<file path="src/rtl/dptr_pkg.sv">
package dptr_pkg;

   // Destination chosen for one sampled indirect access
   typedef enum logic [1:0] {
      TGT_NONE   = 2'd0,
      TGT_INT    = 2'd1,
      TGT_EXT    = 2'd2,
      TGT_REFUSE = 2'd3
   } tgt_e;

   localparam int SFR_AW = 8;
   localparam int SFR_DW = 8;

endpackage

</file>
<file path="src/rtl/dptr_bank.sv">
module dptr_bank #(
   parameter int PTR_W = 16,
   parameter int BASE  = 8'h82
) (
   input  logic             clk,
   input  logic             rst_n,
   input  logic [7:0]       sfr_addr,
   input  logic [7:0]       sfr_wdata,
   input  logic             sfr_wr,
   input  logic             inc,
   output logic [PTR_W-1:0] value
);
   localparam int NB = PTR_W / 8;

   logic [NB-1:0]    byte_wr;
   logic [PTR_W-1:0] nxt;

   for (genvar k = 0; k < NB; k++) begin : g_byte
      assign byte_wr[k] = sfr_wr && (sfr_addr == 8'(BASE + k));
   end

   // Register writes take precedence over the increment
   always_comb begin
      nxt = value;
      if (|byte_wr) begin
         for (int k = 0; k < NB; k++) begin
            if (byte_wr[k]) nxt[k*8 +: 8] = sfr_wdata;
         end
      end else if (inc) begin
         nxt = value + PTR_W'(1);
      end
   end

   always_ff @(posedge clk or negedge rst_n) begin
      if (!rst_n) value <= '0;
      else        value <= nxt;
   end
endmodule

</file>
<file path="src/rtl/dptr_route.sv">
module dptr_route
   import dptr_pkg::*;
#(
   parameter int NUM_BANKS = 2,
   parameter int PTR_W     = 16,
   parameter int SEL_W     = 1
) (
   input  logic [NUM_BANKS-1:0][PTR_W-1:0] bank_val,
   input  logic [SEL_W-1:0]                bank_sel,
   input  logic                            int_en,
   input  logic                            int_wr_en,
   input  logic                            int_busy,
   input  logic                            acc_req,
   input  logic                            acc_we,
   output logic [SEL_W-1:0]                act_idx,
   output logic [PTR_W-1:0]                act_ptr,
   output tgt_e                            tgt
);
   // Out-of-range selects clamp to the last bank
   always_comb begin
      if (int'(bank_sel) < NUM_BANKS) act_idx = bank_sel;
      else                            act_idx = SEL_W'(NUM_BANKS - 1);
      act_ptr = bank_val[act_idx];
   end

   always_comb begin
      if (!acc_req)                                tgt = TGT_NONE;
      else if (!int_en)                            tgt = TGT_EXT;
      else if (acc_we && (!int_wr_en || int_busy)) tgt = TGT_REFUSE;
      else                                         tgt = TGT_INT;
   end
endmodule

</file>
<file path="src/rtl/dptr_port_stage.sv">
module dptr_port_stage
   import dptr_pkg::*;
#(
   parameter int PTR_W   = 16,
   parameter int IADDR_W = 11,
   parameter bit OUT_REG = 1'b1
) (
   input  logic               clk,
   input  logic               rst_n,
   input  tgt_e               tgt,
   input  logic [PTR_W-1:0]   ptr,
   input  logic               we,
   input  logic [7:0]         wdata,
   output logic               int_req,
   output logic               int_we,
   output logic [IADDR_W-1:0] int_addr,
   output logic [7:0]         int_wdata,
   output logic               ext_req,
   output logic               ext_we,
   output logic [PTR_W-1:0]   ext_addr,
   output logic [7:0]         ext_wdata,
   output logic               wr_refused
);
   logic               n_ireq, n_iwe, n_ereq, n_ewe, n_ref;
   logic [IADDR_W-1:0] n_iaddr;
   logic [PTR_W-1:0]   n_eaddr;
   logic [7:0]         n_iwd, n_ewd;

   always_comb begin
      n_ireq  = (tgt == TGT_INT);
      n_ereq  = (tgt == TGT_EXT);
      n_ref   = (tgt == TGT_REFUSE);
      n_iwe   = n_ireq && we;
      n_ewe   = n_ereq && we;
      n_iaddr = n_ireq ? ptr[IADDR_W-1:0] : '0;
      n_eaddr = n_ereq ? ptr : '0;
      n_iwd   = n_iwe ? wdata : '0;
      n_ewd   = n_ewe ? wdata : '0;
   end

   if (OUT_REG) begin : g_reg
      always_ff @(posedge clk or negedge rst_n) begin
         if (!rst_n) begin
            int_req    <= 1'b0;
            int_we     <= 1'b0;
            int_addr   <= '0;
            int_wdata  <= '0;
            ext_req    <= 1'b0;
            ext_we     <= 1'b0;
            ext_addr   <= '0;
            ext_wdata  <= '0;
            wr_refused <= 1'b0;
         end else begin
            int_req    <= n_ireq;
            int_we     <= n_iwe;
            int_addr   <= n_iaddr;
            int_wdata  <= n_iwd;
            ext_req    <= n_ereq;
            ext_we     <= n_ewe;
            ext_addr   <= n_eaddr;
            ext_wdata  <= n_ewd;
            wr_refused <= n_ref;
         end
      end
   end else begin : g_comb
      logic unused_clk;
      assign unused_clk = clk ^ rst_n;
      always_comb begin
         int_req    = n_ireq;
         int_we     = n_iwe;
         int_addr   = n_iaddr;
         int_wdata  = n_iwd;
         ext_req    = n_ereq;
         ext_we     = n_ewe;
         ext_addr   = n_eaddr;
         ext_wdata  = n_ewd;
         wr_refused = n_ref;
      end
   end
endmodule

</file>
<file path="src/rtl/dptr_unit.sv">
module dptr_unit
   import dptr_pkg::*;
#(
   parameter int NUM_BANKS = 2,
   parameter int PTR_W     = 16,
   parameter int IADDR_W   = 11,
   parameter int SFR_BASE  = 8'h82,
   parameter bit OUT_REG   = 1'b1,
   localparam int NB       = PTR_W / 8,
   localparam int SEL_W    = (NUM_BANKS > 1) ? $clog2(NUM_BANKS) : 1
) (
   input  logic               clk,
   input  logic               rst_n,
   input  logic [7:0]         sfr_addr,
   input  logic [7:0]         sfr_wdata,
   input  logic               sfr_wr,
   input  logic               sfr_rd,
   output logic [7:0]         sfr_rdata,
   input  logic [SEL_W-1:0]   bank_sel,
   input  logic               int_en,
   input  logic               int_wr_en,
   input  logic               ptr_inc,
   input  logic               acc_req,
   input  logic               acc_we,
   input  logic [7:0]         acc_wdata,
   input  logic               int_busy,
   output logic               int_req,
   output logic               int_we,
   output logic [IADDR_W-1:0] int_addr,
   output logic [7:0]         int_wdata,
   output logic               ext_req,
   output logic               ext_we,
   output logic [PTR_W-1:0]   ext_addr,
   output logic [7:0]         ext_wdata,
   output logic               wr_refused
);
   // Elaboration-time parameter checks
   if (PTR_W < 16 || (PTR_W % 8) != 0) begin : g_bad_w
      $error("PTR_W must be a multiple of 8, at least 16");
   end
   if (NUM_BANKS < 2) begin : g_bad_n
      $error("NUM_BANKS must be at least 2");
   end
   if (IADDR_W < 1 || IADDR_W > PTR_W) begin : g_bad_ia
      $error("IADDR_W must lie in 1..PTR_W");
   end
   if (SFR_BASE + NUM_BANKS * NB > 256) begin : g_bad_base
      $error("pointer bytes overflow the register address space");
   end

   logic [NUM_BANKS-1:0][PTR_W-1:0] bank_val;
   logic [SEL_W-1:0]                act_idx;
   logic [PTR_W-1:0]                act_ptr;
   tgt_e                            tgt;

   for (genvar b = 0; b < NUM_BANKS; b++) begin : g_bank
      logic inc_b;
      assign inc_b = ptr_inc && (int'(act_idx) == b);
      dptr_bank #(
         .PTR_W (PTR_W),
         .BASE  (SFR_BASE + b * NB)
      ) u_bank (
         .clk       (clk),
         .rst_n     (rst_n),
         .sfr_addr  (sfr_addr),
         .sfr_wdata (sfr_wdata),
         .sfr_wr    (sfr_wr),
         .inc       (inc_b),
         .value     (bank_val[b])
      );
   end

   // Register readback of every pointer byte
   always_comb begin
      sfr_rdata = '0;
      if (sfr_rd) begin
         for (int b = 0; b < NUM_BANKS; b++) begin
            for (int k = 0; k < NB; k++) begin
               if (sfr_addr == 8'(SFR_BASE + b * NB + k))
                  sfr_rdata = bank_val[b][k*8 +: 8];
            end
         end
      end
   end

   dptr_route #(
      .NUM_BANKS (NUM_BANKS),
      .PTR_W     (PTR_W),
      .SEL_W     (SEL_W)
   ) u_route (
      .bank_val  (bank_val),
      .bank_sel  (bank_sel),
      .int_en    (int_en),
      .int_wr_en (int_wr_en),
      .int_busy  (int_busy),
      .acc_req   (acc_req),
      .acc_we    (acc_we),
      .act_idx   (act_idx),
      .act_ptr   (act_ptr),
      .tgt       (tgt)
   );

   dptr_port_stage #(
      .PTR_W   (PTR_W),
      .IADDR_W (IADDR_W),
      .OUT_REG (OUT_REG)
   ) u_stage (
      .clk        (clk),
      .rst_n      (rst_n),
      .tgt        (tgt),
      .ptr        (act_ptr),
      .we         (acc_we),
      .wdata      (acc_wdata),
      .int_req    (int_req),
      .int_we     (int_we),
      .int_addr   (int_addr),
      .int_wdata  (int_wdata),
      .ext_req    (ext_req),
      .ext_we     (ext_we),
      .ext_addr   (ext_addr),
      .ext_wdata  (ext_wdata),
      .wr_refused (wr_refused)
   );
endmodule

</file>
<file path="config.mk">
export PLATFORM = sky130hd
export DESIGN_NAME = dptr_unit
export DESIGN_NICKNAME = d
export VERILOG_FILES = /design/src/rtl/dptr_pkg.sv /design/src/rtl/dptr_bank.sv /design/src/rtl/dptr_route.sv /design/src/rtl/dptr_port_stage.sv /design/src/rtl/dptr_unit.sv
export SDC_FILE = /design/constraint.sdc
export NUM_CORES = 1
export LEC_CHECK = 0
export BUFFER_PORTS_ARGS = -buffer_cell sky130_fd_sc_hd__buf_2
export CORE_AREA = 2 2 93 95
export CTS_CLUSTER_DIAMETER = 60
export DETAILED_ROUTE_END_ITERATION = 7
export DIE_AREA = 0 0 95 97
export HOLD_SLACK_MARGIN = 0.08
export PLACE_DENSITY = 0.76
export SYNTH_ARGS = -nofsm -noshare
export SYNTH_HDL_FRONTEND = slang
export SYNTH_SLANG_ARGS = --single-unit
export TNS_END_PERCENT = 20
</file>
<file path="constraint.sdc">
create_clock -name clk -period 2.2 [get_ports clk]
set_input_delay 0.11 -clock clk [delete_from_list [all_inputs] [get_ports clk]]
set_output_delay 0.11 -clock clk [all_outputs]
set_load 0.05 [all_outputs]
</file>
Word-level counts from Yosys, hierarchy flattened
Index checks and enable logic that the tools add are counted.

word-level totals
  bits in registers = 80
  input port bits = 35
  output and inout bits = 56
  logic and storage cells = 69

cells by class
  add/subtract/negate cells = 2
  $lt $le $gt $ge = 1
  equal/unequal tests = 11
  multiplexer cells = 22
  bitwise logic cells = 1
  reductions and logical operators = 19

operators with widths
  operator                 number
  $mux W16                 7
  $mux W8                  11
  $add A16 B1 Y16 const B  2
  $eq A8 B8 Y1 const B     4
  $mux W11                 1
  $logic_and A1 B1 Y1      9
  $ne A2 B1 Y1 const B     4
  $reduce_and A2 Y1        4
  $mux W2                  3
  $eq A2 B2 Y1 const B     2
  $reduce_bool A2 Y1       2
  $reduce_or A2 Y1         2
  $eq A2 B1 Y1 const B     1
  $lt A1 B2 Y1 const B     1
  $logic_not A1 Y1         1
  $logic_or A1 B1 Y1       1
  $not A1 Y1               1

Logic depth before layout (Yosys ltp)
Gate-level depths: netlist (run 1).

  depth after elaboration = 9
  mapped depth = 8

Hierarchy
A second synthesis (run 1) with hierarchy kept.

second synthesis, totals
  cells, all modules = 416
  area total of the unflattened synthesis = 4504.3 sq um

by module, submodules not included
  module                        instances  cells an instance  area each (sq um)  sequential area each (sq um)
  dptr_port_stage               1          107                1720.4             1201.2
  dptr_bank (g_bank[1].u_bank)  1          116                1097.3             400.4
  dptr_bank (g_bank[0].u_bank)  1          111                1059.8             400.4
  dptr_unit                     1          59                 345.3              0.0
  dptr_route                    1          23                 281.5              0.0

Worst setup path after synthesis (run 1)
OpenSTA, ideal clock, no wires.

  path kind = reg2reg
  start = register g_bank[0].u_bank.value[0]
  end = register g_bank[0].u_bank.value[12]
  setup time = 138 ps
  data arrival time = 1560 ps
  required time = 2062 ps
  slack = 503 ps
  cell stages (with the launch flop) = 8
  buffers on the path = 1
  cell sequence = dfrtp_1 ha_1 nand3_1 or2_2 or2_1 buf_6 o211ai_2 o311ai_2

on the way
  word-level cells in the longest chain between the ends = 3

ends and longest elaborated chain
  what                    RTL line         source
  from (decl)             dptr_bank.sv:11  output logic [PTR_W-1:0] value
  from (signal assigned)  dptr_bank.sv:36  else value <= nxt;
  $add A16 B1 Y16         dptr_bank.sv:30  nxt = value + PTR_W'(1);
  $mux W16                dptr_bank.sv:29  end else if (inc) begin
  $mux W16                dptr_bank.sv:25  if (|byte_wr) begin

No other way between the ends. The select of a mux whose other input is x is not followed.
A chain may end at the register's enable or synchronous reset.

Final worst setup path (run 1)
Same ends and word-level chain as after synthesis.

==> metrics.json, run 1 <==
{
  "n_antenna_cell": {"value": 0},
  "finalHoldViolCount": {"value": 0},
  "synth_fp_nets": {"value": 445},
  "post-route-min-period": {"value": 1.94, "unit": "ns"},
  "synth_cells": {"value": 408},
  "min-delay-path-class": {"value": "in2reg"},
  "area_of_the_mapped_netlist": {"value": 4040, "unit": "um2"},
  "final.period_utilization": {"value": 88.2, "unit": "%"},
  "postPlaceCellArea": {"value": 4590, "unit": "um2"},
  "post_cts_buffers": {"value": 0},
  "tns_setup": {"value": 0, "unit": "ns"},
  "reg2reg_setup_slack": {"value": 0.26, "unit": "ns"},
  "clockRootBuffer": {"value": "clkbuf_8"},
  "post_drt_wl_per_cell": {"value": 18.3, "unit": "um"},
  "post_route_cells_drive_above_1_share": {"value": 26.4, "unit": "%"},
  "yosys_warnings": {"value": 0},
  "layout_commonest_cell": {"value": "buf_2"},
  "hold_path_startpoint": {"value": "sfr_wr"},
  "achievable-frequency": {"value": 515, "unit": "MHz"},
  "path_clk_slew": {"value": 0.09, "unit": "ns"},
  "postSynthRegisterBits": {"value": 80},
  "postRouteAntennaNets": {"value": 0},
  "clock_latency": {"value": 0.36, "unit": "ns"},
  "synthDistinctLibCells": {"value": 61},
  "timing.critical_path.to_type": {"value": "flip-flop"},
  "maxSlewHeadroom": {"value": 62.2, "unit": "%"},
  "antenna_found_initial": {"value": 0},
  "cts_tree": {"value": "done"},
  "cts.htree.levels": {"value": 3},
  "static-leakage-power": {"value": 2.43, "unit": "nW"},
  "cts_max_path_buffers": {"value": 2},
  "synthArstFlopShare": {"value": 100, "unit": "%"},
  "yosysSeqAreaShare": {"value": 49.6, "unit": "%"},
  "grt_pass1_vias": {"value": 3521},
  "number_of_placement_rows": {"value": 33},
  "detail_route.drc_violations": {"value": 0},
  "area.growth.synth_to_final": {"value": 22.2, "unit": "%"},
  "nNetsFinal": {"value": 550},
  "finalMaxSlewViolations": {"value": 0},
  "dp_worst_setup_slack": {"value": 0.293, "unit": "ns"},
  "die-height": {"value": 97, "unit": "um"},
  "final_design_area_no_fill": {"value": 4930, "unit": "um2"},
  "grt_start_max_net_pins": {"value": 46},
  "overflow": {"value": 0},
  "synth_edf_count": {"value": 0},
  "status": {"value": "complete, no violations"},
  "timing.critical_path.from_type": {"value": "flip-flop"},
  "fin_worst_skew": {"value": 0.0112, "unit": "ns"},
  "power_per_cell_area": {"value": 823, "unit": "nW/um2"},
  "grt_first_pass_wirelength": {"value": 18300, "unit": "um"},
  "max_slew.worst_pin.slew": {"value": 0.567, "unit": "ns"},
  "routed_wirelength": {"value": 11400, "unit": "um"},
  "worst_setup_path_startpoint": {"value": "g_bank[0].u_bank.value[0]$_DFFE_PN0P_"},
  "hold_path_end": {"value": "g_bank[1].u_bank.value[13]$_DFFE_PN0P_"},
  "cts_resized": {"value": 0},
  "max_cap_violations": {"value": 0},
  "global_placement_routability_congestion": {"value": 0.939},
  "setup_repair_after_global_routing_missed_its_margin": {"value": "no"},
  "starting_utilization_of_the_core_area": {"value": 49.6, "unit": "%"},
  "worst_path_max_delay_cell": {"value": "dfrtp_1"},
  "cts_buf_count": {"value": 9},
  "design.die.area": {"value": 9220, "unit": "um2"},
  "core": {"value": 8130, "unit": "um2"},
  "drt_iter0_markers": {"value": 360},
  "worstPathCellList": {"value": "ha_1 > nand3_1 > or2_2 > or2_1 > o211ai_2 > o311ai_2"},
  "sinks_on_the_clock_net": {"value": 80},
  "cp.arrival": {"value": 2.16, "unit": "ns"},
  "syn_area_per_cell": {"value": 9.89, "unit": "um2"},
  "crit-reg2reg-capture": {"value": "g_bank[0].u_bank.value[12]$_DFFE_PN0P_"},
  "cp.required": {"value": 2.42, "unit": "ns"},
  "vdd_drop_max": {"value": 0.000357, "unit": "V"},
  "timing.rr.start": {"value": "g_bank[0].u_bank.value[0]$_DFFE_PN0P_"},
  "drt_pass1_iterations": {"value": 5},
  "report.final.setup_viol": {"value": 0},
  "worstHoldPathCells": {"value": 3},
  "worst_path_largest_cell_delay": {"value": 0.45, "unit": "ns"},
  "route.detailed.vias_per_inst": {"value": 5.94},
  "fp.dieW": {"value": 95, "unit": "um"},
  "track_usage": {"value": 25.7, "unit": "%"},
  "final_ws_setup": {"value": 0.259, "unit": "ns"},
  "critical_path_peak_fanout": {"value": 7},
  "placement.io_buffers": {"value": 90},
  "detailed_placement_wirelength_estimate": {"value": 8180, "unit": "um"},
  "timing.reg2reg.worst_path_depth": {"value": 6},
  "route.vias.total": {"value": 3699},
  "leading_cell_types_in_the_layout_fill_and_taps_excluded": {"value": "buf_2, dfrtp_1, nor2_1"},
  "synth-main-ff-cell": {"value": "dfrtp_1"},
  "timing_worst_setup_path_type": {"value": "reg2reg"},
  "boundaryPins": {"value": 91}
}
cell type report:
type,instances,area (um2)
Sequential cell,80,2000
Clock buffer,9,124
Timing Repair Buffer,117,691
Fill cell,678,3200
Tap cell,105,131
Multi-Input combinational cell,292,1860
Inverter,13,48.8
Clock inverter,7,78.8
routing by layer:
metal / routed length [um] / GRT usage, % / vias up
met1: 4920 / 36.6 / 1747
met4: 456 / 12.2 / 0
met3: 1040 / 4.83 / 32
met2: 4960 / 37.8 / 215
met5: 0 / 0 / -
li1: - / - / 1705
worst max path at each step:
| stage | slack (ns) | end | depth (start not counted) |
|---|---|---|---|
| 2_1_floorplan | 0.50 | g_bank[0].u_bank.value[12]$_DFFE_PN0P_ | 7 |
| 3_3_place_gp | 0.38 | g_bank[0].u_bank.value[12]$_DFFE_PN0P_ | 6 |
| 3_5_place_dp | 0.29 | g_bank[0].u_bank.value[12]$_DFFE_PN0P_ | 6 |
| 4_1_cts | 0.27 | g_bank[0].u_bank.value[12]$_DFFE_PN0P_ | 6 |
| 5_1_grt | 0.15 | g_bank[0].u_bank.value[12]$_DFFE_PN0P_ | 6 |
| 6_report | 0.26 | g_bank[0].u_bank.value[12]$_DFFE_PN0P_ | 6 |
power breakdown:
part           switching [mW]  internal, mW
sequential              0.302          1.67
combinational           0.629         0.331
clock                   0.594         0.536
total                    1.52          2.54
critical path, delay by kind of cell (launching register included):
kind	cells	cell delay, ns
compound gates	2	0.33
fa+ha+maj	1	0.22
flops	1	0.45
simple gates	3	0.81
flip-flops by register name, indices dropped and copies added (netlist names):
register / cells
u_stage.wr_refused: 1
u_stage.ext_req: 1
u_stage.int_addr: 11
u_stage.ext_addr: 16
u_stage.ext_wdata: 8
u_stage.int_wdata: 8
u_stage.int_we: 1
u_stage.ext_we: 1
u_stage.int_req: 1
g_bank.u_bank.value: 32
logic make-up after synthesis:
| group | count (synthesis) | share of synthesized area (%) |
|---|---|---|
| AOI/OAI and AO/OA | 94 | 17.2 |
| DFF | 80 | 49.6 |
| muxes | 19 | 4.71 |
| adders and majority gates | 2 | 0.620 |
| xor gates and xnor gates | 1 | 0.217 |
| buffers and inverters | 36 | 4.37 |
| and+or+nand+nor | 176 | 23.3 |
metrics by stage:
step                power [mW]  utilization (%)  instances  hold slack (ns)
global placement          2.89             56.4        593            0.142
detailed placement        2.92             56.4        593            0.154
floorplan                 2.55                -        408           -0.186
CTS                       4.05             60.7        623           0.0822
global route              4.26             60.7        623           0.0897
finish                    4.06             60.7        623           0.0887
what timing repair did:
item | CTS | global route
hold buffers | 14 | 0
hold endpoints to repair | 65 | 0
setup endpoints to repair | 0 | 0
synth_stat cells (2+ instances only):
library cell  count  area share, %
a211oi_1          6            1.1
a21oi_1          20            2.5
a311oi_1          2           0.43
a31oi_1           3           0.47
a32oi_1           8            1.7
and2_1            7            1.1
and3_1           22            3.4
and4_1            3           0.65
buf_2             9            1.1
buf_4             2           0.37
buf_6             3           0.84
clkbuf_1          9           0.84
dfrtp_1          80             50
ha_1              2           0.62
inv_1            13            1.2
mux2i_1          19            4.7
nand2_1          31            2.9
nand2_2           2           0.31
nand3_1          18            2.2
nand4_1          10            1.5
nor2_1           45            4.2
nor2b_1          11            1.7
nor3_1           10            1.2
nor4_1            2           0.31
nor4_2            2           0.62
o211ai_1          5           0.93
o211ai_2          3           0.93
o21ai_0          15            1.9
o22ai_1           4           0.62
o2bb2ai_1         8            1.7
o311ai_2          3            1.2
o32ai_1           2           0.43
Power figures use the tool's default switching activity.
==> run 2: changes to the inputs <==
Clock period 2.2 ns to 2 ns, I/O delays scaled along.
==> metrics.json, run 2 (synthesis gave the netlist of run 1 again) <==
{
  "status": {"value": "complete, no violations"},
  "cts_max_path_buffers": {"value": 2},
  "area.growth.synth_to_final": {"value": 24.0, "unit": "%"},
  "worst_path_largest_cell_delay": {"value": 0.43, "unit": "ns"},
  "timing_worst_setup_path_type": {"value": "reg2reg"},
  "worst_path_max_delay_cell": {"value": "dfrtp_1"},
  "finalHoldViolCount": {"value": 0},
  "setup_repair_after_global_routing_missed_its_margin": {"value": "no"},
  "detailed_placement_wirelength_estimate": {"value": 8170, "unit": "um"},
  "cts_tree": {"value": "done"},
  "route.vias.total": {"value": 3769},
  "fin_worst_skew": {"value": 0.0118, "unit": "ns"},
  "boundaryPins": {"value": 91},
  "grt_first_pass_wirelength": {"value": 18400, "unit": "um"},
  "overflow": {"value": 0},
  "design.die.area": {"value": 9220, "unit": "um2"},
  "cp.required": {"value": 2.22, "unit": "ns"},
  "post_route_cells_drive_above_1_share": {"value": 27.0, "unit": "%"},
  "grt_start_max_net_pins": {"value": 42},
  "postRouteAntennaNets": {"value": 0},
  "internal_power": {"value": 2.76, "unit": "mW"},
  "max_slew.worst_pin.slew": {"value": 0.756, "unit": "ns"},
  "post_drt_wl_per_cell": {"value": 18.0, "unit": "um"},
  "min-delay-path-class": {"value": "in2reg"},
  "timing.reg2reg.worst_path_depth": {"value": 6},
  "final.period_utilization": {"value": 90.2, "unit": "%"},
  "leading_cell_types_in_the_layout_fill_and_taps_excluded": {"value": "buf_2, dfrtp_1, nor2_1"},
  "n_antenna_cell": {"value": 0},
  "cp_top_family": {"value": "simple AND/OR/NAND/NOR gates"},
  "drt_pass1_iterations": {"value": 5},
  "die-height": {"value": 97, "unit": "um"},
  "post-route-min-period": {"value": 1.80, "unit": "ns"},
  "static-leakage-power": {"value": 2.47, "unit": "nW"},
  "switchingPower": {"value": 1.66, "unit": "mW"},
  "reg_top3": {"value": "g_bank.u_bank.value: 32 flops, u_stage.ext_addr: 16 flops, u_stage.int_addr: 11 flops"},
  "number_of_placement_rows": {"value": 33},
  "worstHoldPathCells": {"value": 3},
  "grt_pass1_vias": {"value": 3634},
  "fillCellCount": {"value": 688},
  "track_usage": {"value": 25.8, "unit": "%"},
  "clock_latency": {"value": 0.35, "unit": "ns"},
  "sinks_on_the_clock_net": {"value": 80},
  "register_share_of_total_power": {"value": 47.9, "unit": "%"},
  "largest_register_ffs": {"value": 32},
  "p_comb_share": {"value": 26.6, "unit": "%"},
  "worstPathCellList": {"value": "ha_1 > nand3_1 > or2_2 > or2_4 > o211ai_2 > o311ai_2"},
  "nNetsFinal": {"value": 558},
  "cp.depth": {"value": 6},
  "proportion_of_power_drawn_by_the_clock_network": {"value": 25.5, "unit": "%"},
  "timing.critical_path.from_type": {"value": "flip-flop"},
  "cp.arrival": {"value": 2.02, "unit": "ns"},
  "timing.critical_path.to_type": {"value": "flip-flop"},
  "detail_route.drc_violations": {"value": 0},
  "total_placed_cells_including_tap_cells": {"value": 597},
  "layout_commonest_cell": {"value": "buf_2"},
  "achievable-frequency": {"value": 554, "unit": "MHz"},
  "clockRootBuffer": {"value": "clkbuf_8"},
  "tns_setup": {"value": 0, "unit": "ns"},
  "global_placement_routability_congestion": {"value": 0.967},
  "power_per_cell_area": {"value": 883, "unit": "nW/um2"},
  "placement.io_buffers": {"value": 90},
  "drt_iter0_markers": {"value": 363},
  "power.switching_fraction": {"value": 37.6, "unit": "%"},
  "fp.dieW": {"value": 95, "unit": "um"},
  "maxSlewHeadroom": {"value": 49.5, "unit": "%"},
  "largest-register": {"value": "g_bank.u_bank.value"},
  "critical_path.n_buffers_inverters": {"value": 0},
  "critical_path_peak_fanout": {"value": 7},
  "report.final.setup_viol": {"value": 0},
  "routed_wirelength": {"value": 11400, "unit": "um"},
  "core": {"value": 8130, "unit": "um2"},
  "finalMaxSlewViolations": {"value": 0},
  "max_cap_violations": {"value": 0},
  "cts_buf_count": {"value": 9},
  "finalNonFillerCells": {"value": 631},
  "antenna_found_initial": {"value": 0},
  "post_cts_buffers": {"value": 0},
  "starting_utilization_of_the_core_area": {"value": 49.6, "unit": "%"},
  "route.detailed.vias_per_inst": {"value": 5.97},
  "cts.htree.levels": {"value": 3},
  "path_clk_slew": {"value": 0.09, "unit": "ns"},
  "vdd_drop_max": {"value": 0.000341, "unit": "V"}
}
[run 2: cell count changes in the layout (fill, tap and decap cells not counted)]
cell / delta
inv_6: +1
buf_4: +3
buf_12: +1
clkinv_2: -1
or2_4: +1
clkbuf_8: +1
bufinv_16: -1
or2_1: -1
clkinv_4: +1
dlygate4sd3_1: +4
inv_8: -1
[run 2: tightest hold or removal path, stage by stage]
cell	delay (ns)
buf_2	0.10
and4_1	0.19
a21oi_1	0.04
[run 2: power groups by stage]
stage	sequential, mW	combinational [mW]	clock (mW)
finish	2.12	1.17	1.13
global route	2.14	1.29	1.22
global placement	2.12	1.12	0
CTS	2.11	1.17	1.14
floorplan	2.26	0.553	0
detailed placement	2.14	1.13	0
[run 2: per-stage QoR]
| stage | util, % | cell area [um2] | power (mW) | hold slack, ns | worst slack (ns) |
|---|---|---|---|---|---|
| finish | 61.5 | 5000 | 4.42 | 0.107 | 0.196 |
| global route | 61.5 | 5000 | 4.65 | 0.105 | 0.0490 |
| CTS | 61.5 | 5000 | 4.41 | 0.0992 | 0.110 |
| detailed placement | 57.0 | 4630 | 3.27 | 0.0962 | 0.128 |
| global placement | 57.0 | 4630 | 3.24 | 0.0932 | 0.223 |
| floorplan | - | 4040 | 2.81 | -0.196 | 0.303 |
[run 2: final cells by class]
| cell class | count | area, um2 | share of cell area [%] |
|---|---|---|---|
| inverters | 13 | 48.8 | 0.975 |
| clock inverters | 6 | 50.0 | 1.00 |
| flip-flops and latches | 80 | 2000 | 40.0 |
| repair buffers | 125 | 773 | 15.5 |
| clock buffers | 10 | 138 | 2.75 |
| multi-input cells | 292 | 1860 | 37.2 |
| well taps | 105 | 131 | 2.63 |
[run 2: timing repair]
| item | in CTS | in global routing |
|---|---|---|
| gates resized for setup | 0 | 1 |
| hold endpoints to repair | 68 | 0 |
| endpoints found under the setup margin | 0 | 1 |
| hold buffers | 18 | 0 |
[run 2: routing by layer]
metal | GRT usage (%) | vias up | share of wire, %
met4 | 12.5 | 0 | 4.3
met1 | 35.0 | 1778 | 43
met3 | 6.39 | 40 | 9.2
met5 | 0 | - | 0
met2 | 38.5 | 234 | 44
li1 | - | 1717 | -
[run 2: worst paths after layout]
kind	startpoint	end	slack [ns]
hold reg to reg	g_bank[0].u_bank.value[15]$_DFFE_PN0P_	g_bank[0].u_bank.value[15]$_DFFE_PN0P_	0.57
hold / removal	sfr_wr	g_bank[1].u_bank.value[13]$_DFFE_PN0P_	0.11
setup reg to reg	g_bank[0].u_bank.value[1]$_DFFE_PN0P_	g_bank[0].u_bank.value[10]$_DFFE_PN0P_	0.20
max in group asynchronous	rst_n	g_bank[1].u_bank.value[15]$_DFFE_PN0P_	1.17
setup / recovery	g_bank[0].u_bank.value[1]$_DFFE_PN0P_	g_bank[0].u_bank.value[10]$_DFFE_PN0P_	0.20
min in group asynchronous	rst_n	u_stage.int_addr[5]$_DFF_PN0_	0.25
